**src/rtl/sbr_pkg.sv**
```systemverilog
package sbr_pkg;
  localparam int REG_W     = 8;
  localparam int REG_AW    = 2;
  localparam int DIV_SEL_W = 3;

  localparam logic [REG_AW-1:0] ADDR_CTRL = 2'd0;
  localparam logic [REG_AW-1:0] ADDR_STAT = 2'd1;
  localparam logic [REG_AW-1:0] ADDR_DATA = 2'd2;

  typedef enum logic [1:0] {
    MODE_OFF  = 2'b00,
    MODE_RX   = 2'b01,
    MODE_RSV2 = 2'b10,
    MODE_RSV3 = 2'b11
  } rx_mode_e;

  typedef struct packed {
    logic [DIV_SEL_W-1:0] div_sel;
    logic                 ext_clk;
    rx_mode_e             mode;
    logic                 abort;
    logic                 start;
  } ctrl_t;
endpackage

```
**src/rtl/sbr_sync.sv**
```systemverilog
module sbr_sync #(
  parameter int W      = 1,
  parameter int STAGES = 2
) (
  input  logic         clk,
  input  logic         rst,
  input  logic [W-1:0] d,
  output logic [W-1:0] q
);
  logic [STAGES-1:0][W-1:0] stg;

  always_ff @(posedge clk) begin
    if (rst) begin
      stg <= '0;
    end else begin
      stg[0] <= d;
      for (int i = 1; i < STAGES; i++) stg[i] <= stg[i-1];
    end
  end

  assign q = stg[STAGES-1];
endmodule

```
**src/rtl/sbr_clkgen.sv**
```systemverilog
module sbr_clkgen #(
  parameter int SEL_W = 3
) (
  input  logic             clk,
  input  logic             rst,
  input  logic             en,
  input  logic [SEL_W-1:0] sel,
  output logic             sclk,
  output logic             rise
);
  localparam int CW = 1 << SEL_W;

  logic [CW-1:0] hcnt;
  logic [CW-1:0] last;

  assign last = (CW'(1) << sel) - CW'(1);
  assign rise = en && (hcnt == last) && !sclk;

  always_ff @(posedge clk) begin
    if (rst || !en) begin
      sclk <= 1'b1;
      hcnt <= '0;
    end else if (hcnt == last) begin
      sclk <= ~sclk;
      hcnt <= '0;
    end else begin
      hcnt <= hcnt + CW'(1);
    end
  end


  idle_high_chk: assert property (@(posedge clk) disable iff (rst)
    !en |=> sclk);
endmodule

```
**src/rtl/sbr_shift.sv**
```systemverilog
module sbr_shift #(
  parameter int DW = 8
) (
  input  logic          clk,
  input  logic          rst,
  input  logic          flush,
  input  logic          take,
  input  logic          sbit,
  output logic [DW-1:0] word_nxt,
  output logic          done,
  output logic          in_frame
);
  localparam int CNW = (DW > 1) ? $clog2(DW) : 1;
  localparam logic [CNW-1:0] LAST = CNW'(DW - 1);

  logic [DW-1:0]  sh;
  logic [CNW-1:0] cnt;

  assign word_nxt = {sbit, sh[DW-1:1]};
  assign done     = take && (cnt == LAST);
  assign in_frame = (cnt != '0);

  always_ff @(posedge clk) begin
    if (rst || flush) begin
      sh  <= '0;
      cnt <= '0;
    end else if (take) begin
      sh  <= word_nxt;
      cnt <= done ? '0 : cnt + CNW'(1);
    end
  end


  progress_chk: assert property (@(posedge clk) disable iff (rst)
    take && !flush && !done |=> in_frame);
endmodule

```
**src/rtl/sbr_receiver.sv**
```systemverilog
module sbr_receiver
  import sbr_pkg::*;
#(
  parameter int FRAME_W     = 8,
  parameter int SYNC_STAGES = 2
) (
  input  logic              clk,
  input  logic              rst,
  input  logic              reg_wr,
  input  logic              reg_rd,
  input  logic [REG_AW-1:0] reg_addr,
  input  logic [REG_W-1:0]  reg_wdata,
  output logic [REG_W-1:0]  reg_rdata,
  output logic              irq,
  input  logic              sclk_in,
  output logic              sclk_out,
  input  logic              sdata_in
);
  ctrl_t               ctrl_q;
  ctrl_t               wctrl;
  logic                wr_ctrl, rd_stat, rd_data;
  logic                abort_w, mode_chg, flush;
  logic                armed, active, in_frame;
  logic [1:0]          sync_q;
  logic                ext_clk_d, ext_rise;
  logic                gen_en, int_rise, take, sbit;
  logic                done, frame_done;
  logic [FRAME_W-1:0]  word_nxt;
  logic [FRAME_W-1:0]  buf_q;
  logic                full_q, ovr_q;

  assign wctrl    = ctrl_t'(reg_wdata);
  assign wr_ctrl  = reg_wr && (reg_addr == ADDR_CTRL);
  assign rd_stat  = reg_rd && (reg_addr == ADDR_STAT);
  assign rd_data  = reg_rd && (reg_addr == ADDR_DATA);
  assign abort_w  = wr_ctrl && wctrl.abort;
  assign mode_chg = wr_ctrl && (wctrl.mode != ctrl_q.mode);
  assign flush    = abort_w || mode_chg;

  assign armed  = ctrl_q.start && (ctrl_q.mode == MODE_RX);
  assign active = armed || in_frame;

  // external clock and data brought into the system domain together
  sbr_sync #(.W(2), .STAGES(SYNC_STAGES)) u_sync (
    .clk (clk),
    .rst (rst),
    .d   ({sclk_in, sdata_in}),
    .q   (sync_q)
  );

  always_ff @(posedge clk) begin
    if (rst) ext_clk_d <= 1'b0;
    else     ext_clk_d <= sync_q[1];
  end
  assign ext_rise = sync_q[1] && !ext_clk_d;

  assign gen_en = active && !full_q && !ctrl_q.ext_clk;

  sbr_clkgen #(.SEL_W(DIV_SEL_W)) u_clkgen (
    .clk  (clk),
    .rst  (rst),
    .en   (gen_en),
    .sel  (ctrl_q.div_sel),
    .sclk (sclk_out),
    .rise (int_rise)
  );

  assign take = ctrl_q.ext_clk ? (ext_rise && active) : int_rise;
  assign sbit = ctrl_q.ext_clk ? sync_q[0] : sdata_in;

  sbr_shift #(.DW(FRAME_W)) u_shift (
    .clk      (clk),
    .rst      (rst),
    .flush    (flush),
    .take     (take),
    .sbit     (sbit),
    .word_nxt (word_nxt),
    .done     (done),
    .in_frame (in_frame)
  );

  assign frame_done = done && !flush;

  always_ff @(posedge clk) begin
    if (rst) begin
      ctrl_q <= '0;
    end else if (wr_ctrl) begin
      ctrl_q       <= wctrl;
      ctrl_q.abort <= 1'b0;
      if (wctrl.abort) ctrl_q.start <= 1'b0;
    end
  end

  always_ff @(posedge clk) begin
    if (rst) begin
      buf_q  <= '0;
      full_q <= 1'b0;
    end else if (frame_done) begin
      buf_q  <= word_nxt;
      full_q <= 1'b1;
    end else if (mode_chg) begin
      buf_q  <= '0;
      full_q <= 1'b0;
    end else if (rd_data) begin
      full_q <= 1'b0;
    end
  end

  always_ff @(posedge clk) begin
    if (rst)                                   ovr_q <= 1'b0;
    else if (frame_done && full_q && !rd_data) ovr_q <= 1'b1;
    else if (rd_stat || mode_chg)              ovr_q <= 1'b0;
  end

  always_ff @(posedge clk) begin
    if (rst) begin
      reg_rdata <= '0;
    end else if (reg_rd) begin
      case (reg_addr)
        ADDR_CTRL: reg_rdata <= ctrl_q;
        ADDR_STAT: reg_rdata <= {{(REG_W-3){1'b0}}, ovr_q, full_q, active};
        ADDR_DATA: reg_rdata <= REG_W'(buf_q);
        default:   reg_rdata <= '0;
      endcase
    end
  end

  assign irq = full_q;


  done_sets_irq_chk: assert property (@(posedge clk) disable iff (rst)
    frame_done |=> irq);


  stall_high_chk: assert property (@(posedge clk) disable iff (rst)
    full_q && !ctrl_q.ext_clk |-> sclk_out);


  overrun_chk: assert property (@(posedge clk) disable iff (rst)
    frame_done && full_q && !rd_data |=> ovr_q);


  graceful_chk: assert property (@(posedge clk) disable iff (rst)
    wr_ctrl && !wctrl.start && !flush && in_frame && !frame_done |=> active);


  abort_idle_chk: assert property (@(posedge clk) disable iff (rst)
    abort_w |=> !active);


  read_clears_chk: assert property (@(posedge clk) disable iff (rst)
    rd_data && !frame_done |=> !irq);


  idle_no_frame_chk: assert property (@(posedge clk) disable iff (rst)
    !active |=> !in_frame);
endmodule

```
**config.mk**
```make
export PLATFORM = sky130hd
export DESIGN_NAME = sbr_receiver
export DESIGN_NICKNAME = d
export VERILOG_FILES = /design/src/rtl/sbr_pkg.sv /design/src/rtl/sbr_sync.sv /design/src/rtl/sbr_clkgen.sv /design/src/rtl/sbr_shift.sv /design/src/rtl/sbr_receiver.sv
export SDC_FILE = /design/constraint.sdc
export NUM_CORES = 1
export LEC_CHECK = 0
export BUFFER_PORTS_ARGS = -buffer_cell sky130_fd_sc_hd__buf_2
export CAP_MARGIN = 30
export CORE_MARGIN = 1
export CORE_UTILIZATION = 45
export DETAILED_ROUTE_END_ITERATION = 8
export GPL_ROUTABILITY_DRIVEN = 0
export PLACE_DENSITY = 0.75
export SYNTH_ARGS = -nofsm -noshare
export SYNTH_HDL_FRONTEND = slang
export SYNTH_SLANG_ARGS = --single-unit
```
**constraint.sdc**
```tcl
create_clock -name clk -period 7.2 [get_ports clk]
set_input_delay 1.44 -clock clk [delete_from_list [all_inputs] [get_ports clk]]
set_output_delay 1.44 -clock clk [all_outputs]
set_load 0.02 [all_outputs]
```
==> impl_metrics.yaml, run 1 <==
logic_synthesis:
  synth_top_cell_area_share: 0.420
  yosys.area_share.simple: 0.246
  synthAdderAreaFrac: 0.0268
  muxShareOfSynthArea: 0.136
  ys_warn_count: 0
  ys_ff_latch: 49
  synth-main-ff-cell: "dfxtp_1"
  synth_xor_area_frac: 0.0600
  synth-seq-area-share: 0.420
  synth.area.top_cells: "dfxtp_1 (42%), mux2i_1 (11%), nor2b_1 (4.6%)"
  netlist_area_sq_mm: 0.00234
  synth_top_family_by_area: "simple AND/OR/NAND/NOR gates"
  ys_types: 42
  synth_edf_count: 0
  synth-async-reset-ratio: 0
  synth_fp_nets: 274
  syn_area_per_cell_sq_um: 9.23
  syn_inst: 253
  synth_compound_area_frac: 0.0686
  yosysTopAreaCell: "dfxtp_1"
final_layout:
  utilization: 0.530
  num_antenna_cells: 0
  synthToLayoutAreaGrowth_pct: 9.96
  num-fill-cells: 454
  final_cells: 341
  finish.net_count: 294
  drive_gt1_frac: 0.168
critical_path:
  cp.required_ns: 7.43
  critPathLaunch: "ctrl_q[5]"
  crit_chain: "or3_1 -> ha_1 -> or4b_1 -> o211ai_1 -> xor2_1 -> nor4_4 -> a21oi_2 -> mux2i_1"
  worstSetupPathType: "flip-flop to flip-flop"
  slowest_stage: "a21oi_2"
  setup.worst_path.end: "u_shift.cnt[1]"
  start_kind: "flip-flop"
  crit_fanout: 11
  r2r-end: "u_shift.cnt[1]"
  worstPathArrival_ns: 3.30
  endpoint_kind: "flip-flop"
  slowest_delay_ns: 0.63
  reg2reg_from: "ctrl_q[5]"
  r2r_cells: 8
  reg2reg_slack_ns: 4.13
die:
  dieArea_sq_mm: 0.00548
  start_util: 0.482
  dieHeight_microns: 74.1
  core-area_sq_mm: 0.00485
  row_count: 25
  io_pins: 26
  die_w_microns: 74.1
clock_network:
  cts_hold_buffers: 0
  h-tree-depth: 2
  cts_tree: "done"
  postCtsSetupRepairBufs: 0
  cts.repair.resized: 0
  clk_pin_slew_ns: 0.10
  cts-root-buf: "clkbuf_8"
  cts_sinks: 49
  cts_made_buffers: 5
  clk_latency_ns: 0.32
  clk_path_buf_depth: 2
routing:
  drtAntennaViolNets: 0
  drc: 0
  wl_per_cell_microns: 13.0
  firstDrtPassIters: 4
  first_iter_violations: 70
  via_per_inst: 5.12
  vias: 1745
  routed_wirelength_mm: 4.44
power:
  vdd_drop_max_mv: 0.122
  leakagePower_uw: 0.00109
  power_density_mw_per_mm2: 193
sta:
  setup-tns-final_ns: 0
  period_needed_ns: 3.07
  skew_ns: 0.0177
  max_freq_mhz: 326
  worst_slew_pin_slew_ns: 0.989
  maxSlewViolCount: 0
  max-slew-margin-rel: 0.339
  finalCritPeriodShare: 0.426
  rsz0062_at_grt: "no"
  setup_viol: 0
  hold_viol_final: 0
min_path:
  whs_path_depth: 1
  hp-class: "flip-flop to flip-flop"
global_route:
  grt_max_degree: 33
  grt_usage: 0.179
  grt_pass1_wl_mm: 7.45
  grt_pass1_vias: 1633
  gr-total-overflow: 0
  antenna_found_initial: 0
place:
  dp.final_hpwl_mm: 3.20
  io_buffers: 25
  placed_cells: 333
run:
  cap_violations: 0
outcome:
  status: "completed"
metal layers:
layer  wire [microns]  up-vias  global-route usage
met4               50        0              0.0641
met3              166        7              0.0393
met5                0        -                   0
met1             2150      808               0.233
met2             2070       34               0.290
li1                 -      896                   -
worst min path at each step:
stage / from / to / slack [ns]
after floorplan: u_sync.stg[0] / u_sync.q[0] / 0.41
after global placement: u_sync.stg[0] / u_sync.q[0] / 0.42
after detailed placement: u_sync.stg[0] / u_sync.q[0] / 0.43
after CTS: u_sync.stg[1] / u_sync.q[1] / 0.46
after global routing: u_sync.stg[1] / u_sync.q[1] / 0.47
final: u_sync.stg[1] / u_sync.q[1] / 0.45
report_power, final:
part	switching (uW)	internal (uW)	leakage, uW
clock network	102	72.8	0.0000506
logic	24.1	19.6	0.000646
registers	3.17	274	0.000397
total	129	367	0.00109
worst max-delay path, delay by kind of cell, from the launching register on:
kind,cells,cell delay [ns]
multiplexers,1,0.25
adder cells (fa/ha/maj),1,0.30
AND/OR/NAND/NOR,3,0.99
AO/OA/AOI/OAI,2,0.76
flip-flops,1,0.42
XOR/XNOR,1,0.26
placed cells by master, fill, tap and decap left out, types with 2 or more instances in the layout:
cell type,n
nand2b_1,10
inv_1,3
nor2b_1,17
a211oi_1,3
or2_1,2
dfxtp_1,49
clkbuf_8,5
buf_4,2
o21ai_0,2
nor2_1,28
mux2i_1,26
and2_1,2
nand3_1,8
nor3_1,2
xor2_1,9
buf_2,25
ha_1,5
nand2_1,28
nand3b_1,4
mux2_2,5
xnor2_1,7
or2_2,2
a21oi_1,10
area by class of cell:
cell class              instances  area [sq um]  area share
multi-input cells             187          1250       0.489
repair buffers                 27           140      0.0546
clock buffers                   5          68.8      0.0268
clock inverters                 3          28.8      0.0112
flip-flops and latches         49           981       0.382
well taps                      67          83.8      0.0326
inverters                       3          11.3     0.00438
logic make-up (layout without fill, tap and decap cells):
family / Yosys count / in the layout
simple gates: 110 / 110
flops: 49 / 49
mux: 31 / 31
compound gates: 25 / 25
buf+inv: 17 / 38
xor+xnor: 16 / 16
fa+ha+maj: 5 / 5
flip-flops by register name, summed over array words and instances (netlist names):
register / flops
reg_rdata: 8
u_clkgen.hcnt: 8
u_shift.cnt: 3
u_sync.stg: 2
ovr_q: 1
u_clkgen.sclk: 1
irq: 1
ctrl_q: 7
u_shift.sh: 7
u_sync.q: 2
ext_clk_d: 1
buf_q: 8
per-stage QoR:
| stage | hold WS (ns) | power [uW] | worst slack (ns) | area (sq um) |
|---|---|---|---|---|
| final | 0.453 | 496 | 4.13 | 2570 |
| after global routing | 0.468 | 513 | 3.91 | 2570 |
| after CTS | 0.457 | 499 | 4.10 | 2570 |
| after detailed placement | 0.432 | 327 | 3.88 | 2470 |
| after global placement | 0.421 | 326 | 3.62 | 2460 |
| after floorplan | 0.414 | 317 | 4.19 | 2340 |
cell usage after synthesis (2+ instances only):
cell type,number
inv_1,3
xor2_1,9
or2_2,2
xnor2_1,7
o21ai_0,2
dfxtp_1,49
nor3_1,2
nor2b_1,17
nand2b_1,10
nand2_1,28
a21oi_1,10
nand3b_1,4
nor2_1,28
buf_2,2
a211oi_1,3
ha_1,5
or2_1,2
nand3_1,8
clkbuf_1,6
and2_1,2
mux2i_1,26
buf_6,4
mux2_2,5
No activity file was read; power rests on OpenSTA's default activity.
==> inputs of run 2 (changes only) <==
==> constraint.sdc (replaced) <==
create_clock -name clk -period 3 [get_ports clk]
set_input_delay 0.6 -clock clk [delete_from_list [all_inputs] [get_ports clk]]
set_output_delay 0.6 -clock clk [all_outputs]
set_load 0.02 [all_outputs]
==> run 2 against run 1 <==
Against the previous run: clock skew decreased by 0.0087 ns; sequential share of layout area decreased by 0.62 points; non-clock buffer count increased by 5; clock power increased by 130%; core utilization increased by 0.88 points; clock-buffer cell count unchanged; first-iteration DRC count increased by 2.9%; critical endpoint is now buf_q[6]; largest power group unchanged.
==> impl_metrics.yaml, run 2 (synthesized netlist as in run 1, its figures left out) <==
clock_network:
  clk_latency_ns: 0.32
  cts-root-buf: "clkbuf_8"
  cts_tree: "done"
  clk_pin_slew_ns: 0.09
  cts_hold_buffers: 0
  h-tree-depth: 2
  cts_sinks: 49
  cts_made_buffers: 5
  clk_path_buf_depth: 2
final_layout:
  layout_commonest_cell: "dfxtp_1"
  final_cells: 346
  multiInputGateArea_sq_mm: 0.00126
  num_antenna_cells: 0
  largest_registers: "buf_q (8), reg_rdata (8), u_clkgen.hcnt (8)"
  drive_gt1_frac: 0.183
  layout_common_cells: "dfxtp_1 (49), nor2_1 (28), nand2_1 (28)"
  design_area_sq_mm: 0.00261
  finish.net_count: 299
  ff_latch_area_sq_um: 981
  synthToLayoutAreaGrowth_pct: 11.8
  num-fill-cells: 463
power:
  power_density_mw_per_mm2: 457
  switchingPower_uw: 310
  vdd_drop_max_mv: 0.301
  clkPwrFrac: 0.345
  p_sw_frac: 0.260
  p_comb_frac: 0.099
  leakagePower_uw: 0.00111
  seq_power_share: 0.556
  p_int_uw: 882
global_route:
  gr-total-overflow: 0
  grt_pass1_vias: 1697
  grt_pass1_wl_mm: 7.85
  grt_usage: 0.190
  antenna_found_initial: 0
  grt_max_degree: 33
min_path:
  min_from: "u_sync.stg[1]"
  hp-class: "flip-flop to flip-flop"
  whs_path_depth: 1
place:
  placed_cells: 338
  placed_cell_area_sq_mm: 0.00251
  dp.final_hpwl_mm: 3.19
  io_buffers: 25
critical_path:
  start_kind: "flip-flop"
  cp.required_ns: 3.21
  reg2reg_from: "ctrl_q[5]"
  crit_fanout: 9
  endpoint_kind: "flip-flop"
  worstSetupPathType: "flip-flop to flip-flop"
  crit_family: "simple AND/OR/NAND/NOR gates"
  r2r_cells: 10
  critPathLaunch: "ctrl_q[5]"
  slowest_stage: "or4_4"
  slowest_delay_ns: 0.43
  cp.depth: 10
  crit_chain: "or3_1 -> ha_1 -> xnor2_1 -> xnor2_1 -> or4_4 -> nor4_4 -> buf_4 -> a31oi_1 -> buf_4 -> mux2i_1"
  worstPathArrival_ns: 3.04
  timing.critical_path.buf_inv: 2
sta:
  setup_viol: 0
  max-slew-margin-rel: 0.476
  finalCritPeriodShare: 0.944
  max_freq_mhz: 353
  worst_slew_pin_slew_ns: 0.784
  hold_viol_final: 0
  setup-tns-final_ns: 0
  skew_ns: 0.00899
  period_needed_ns: 2.83
  rsz0062_at_grt: "no"
  maxSlewViolCount: 0
die:
  die_w_microns: 74.1
  dieArea_sq_mm: 0.00548
  dieHeight_microns: 74.1
  io_pins: 26
  start_util: 0.482
  row_count: 25
  core-area_sq_mm: 0.00485
routing:
  via_per_inst: 4.98
  routed_wirelength_mm: 4.50
  vias: 1722
  wl_per_cell_microns: 13.0
  drc: 0
  first_iter_violations: 72
  drtAntennaViolNets: 0
  firstDrtPassIters: 4
outcome:
  status: "completed"
run:
  cap_violations: 0
-- run 2: worst register-to-register path, cell delays in order, from the launching register on --
cell	delay (ns)
dfxtp_1	0.31
or3_1	0.40
ha_1	0.29
xnor2_1	0.16
xnor2_1	0.13
or4_4	0.43
nor4_4	0.38
buf_4	0.19
a31oi_1	0.08
buf_4	0.23
mux2i_1	0.13
-- run 2: final cells by class --
cell class,instances,share of cell area
clock inverter,3,0.0101
sequential,49,0.376
clock buffer,5,0.0264
timing repair buffer,32,0.0680
inverter,3,0.00431
multi-input combinational,187,0.483
tap,67,0.0321
-- run 2: worst paths after layout --
check,to,slack (ns)
hold reg to reg,u_sync.q[1],0.45
setup / recovery,buf_q[6],0.17
hold / removal,u_sync.q[1],0.45
setup reg to reg,buf_q[6],0.17
-- run 2: what timing repair did --
item | CTS | global route
resized for setup | 0 | 1
setup endpoints to repair | 0 | 11
hold endpoints to repair | 0 | 0
buffers inserted | 0 | 0
-- run 2: layer usage --
layer	global-route usage	part of all wire	vias up
li1	-	-	897
met1	0.258	0.49	788
met2	0.290	0.46	33
met3	0.0542	0.044	4
met4	0.0641	0.010	0
met5	0	0	-
-- run 2: stage by stage --
step | setup slack, ns | hold slack [ns] | power, uW | utilization
3_5_place_dp | 0.136 | 0.424 | 794 | 0.517
5_1_grt | 0.0541 | 0.475 | 1240 | 0.539
6_report | 0.168 | 0.449 | 1190 | 0.539
2_1_floorplan | 0.341 | 0.414 | 760 | -
4_1_cts | 0.113 | 0.455 | 1200 | 0.537
3_3_place_gp | 0.172 | 0.428 | 792 | 0.517
-- run 2: power by group through the flow --
stage	registers, uW	clock network (uW)	logic (uW)
after floorplan	680	0	79.9
after global placement	678	0	115
after detailed placement	678	0	116
after CTS	663	416	117
after global routing	664	445	130
final	663	411	118
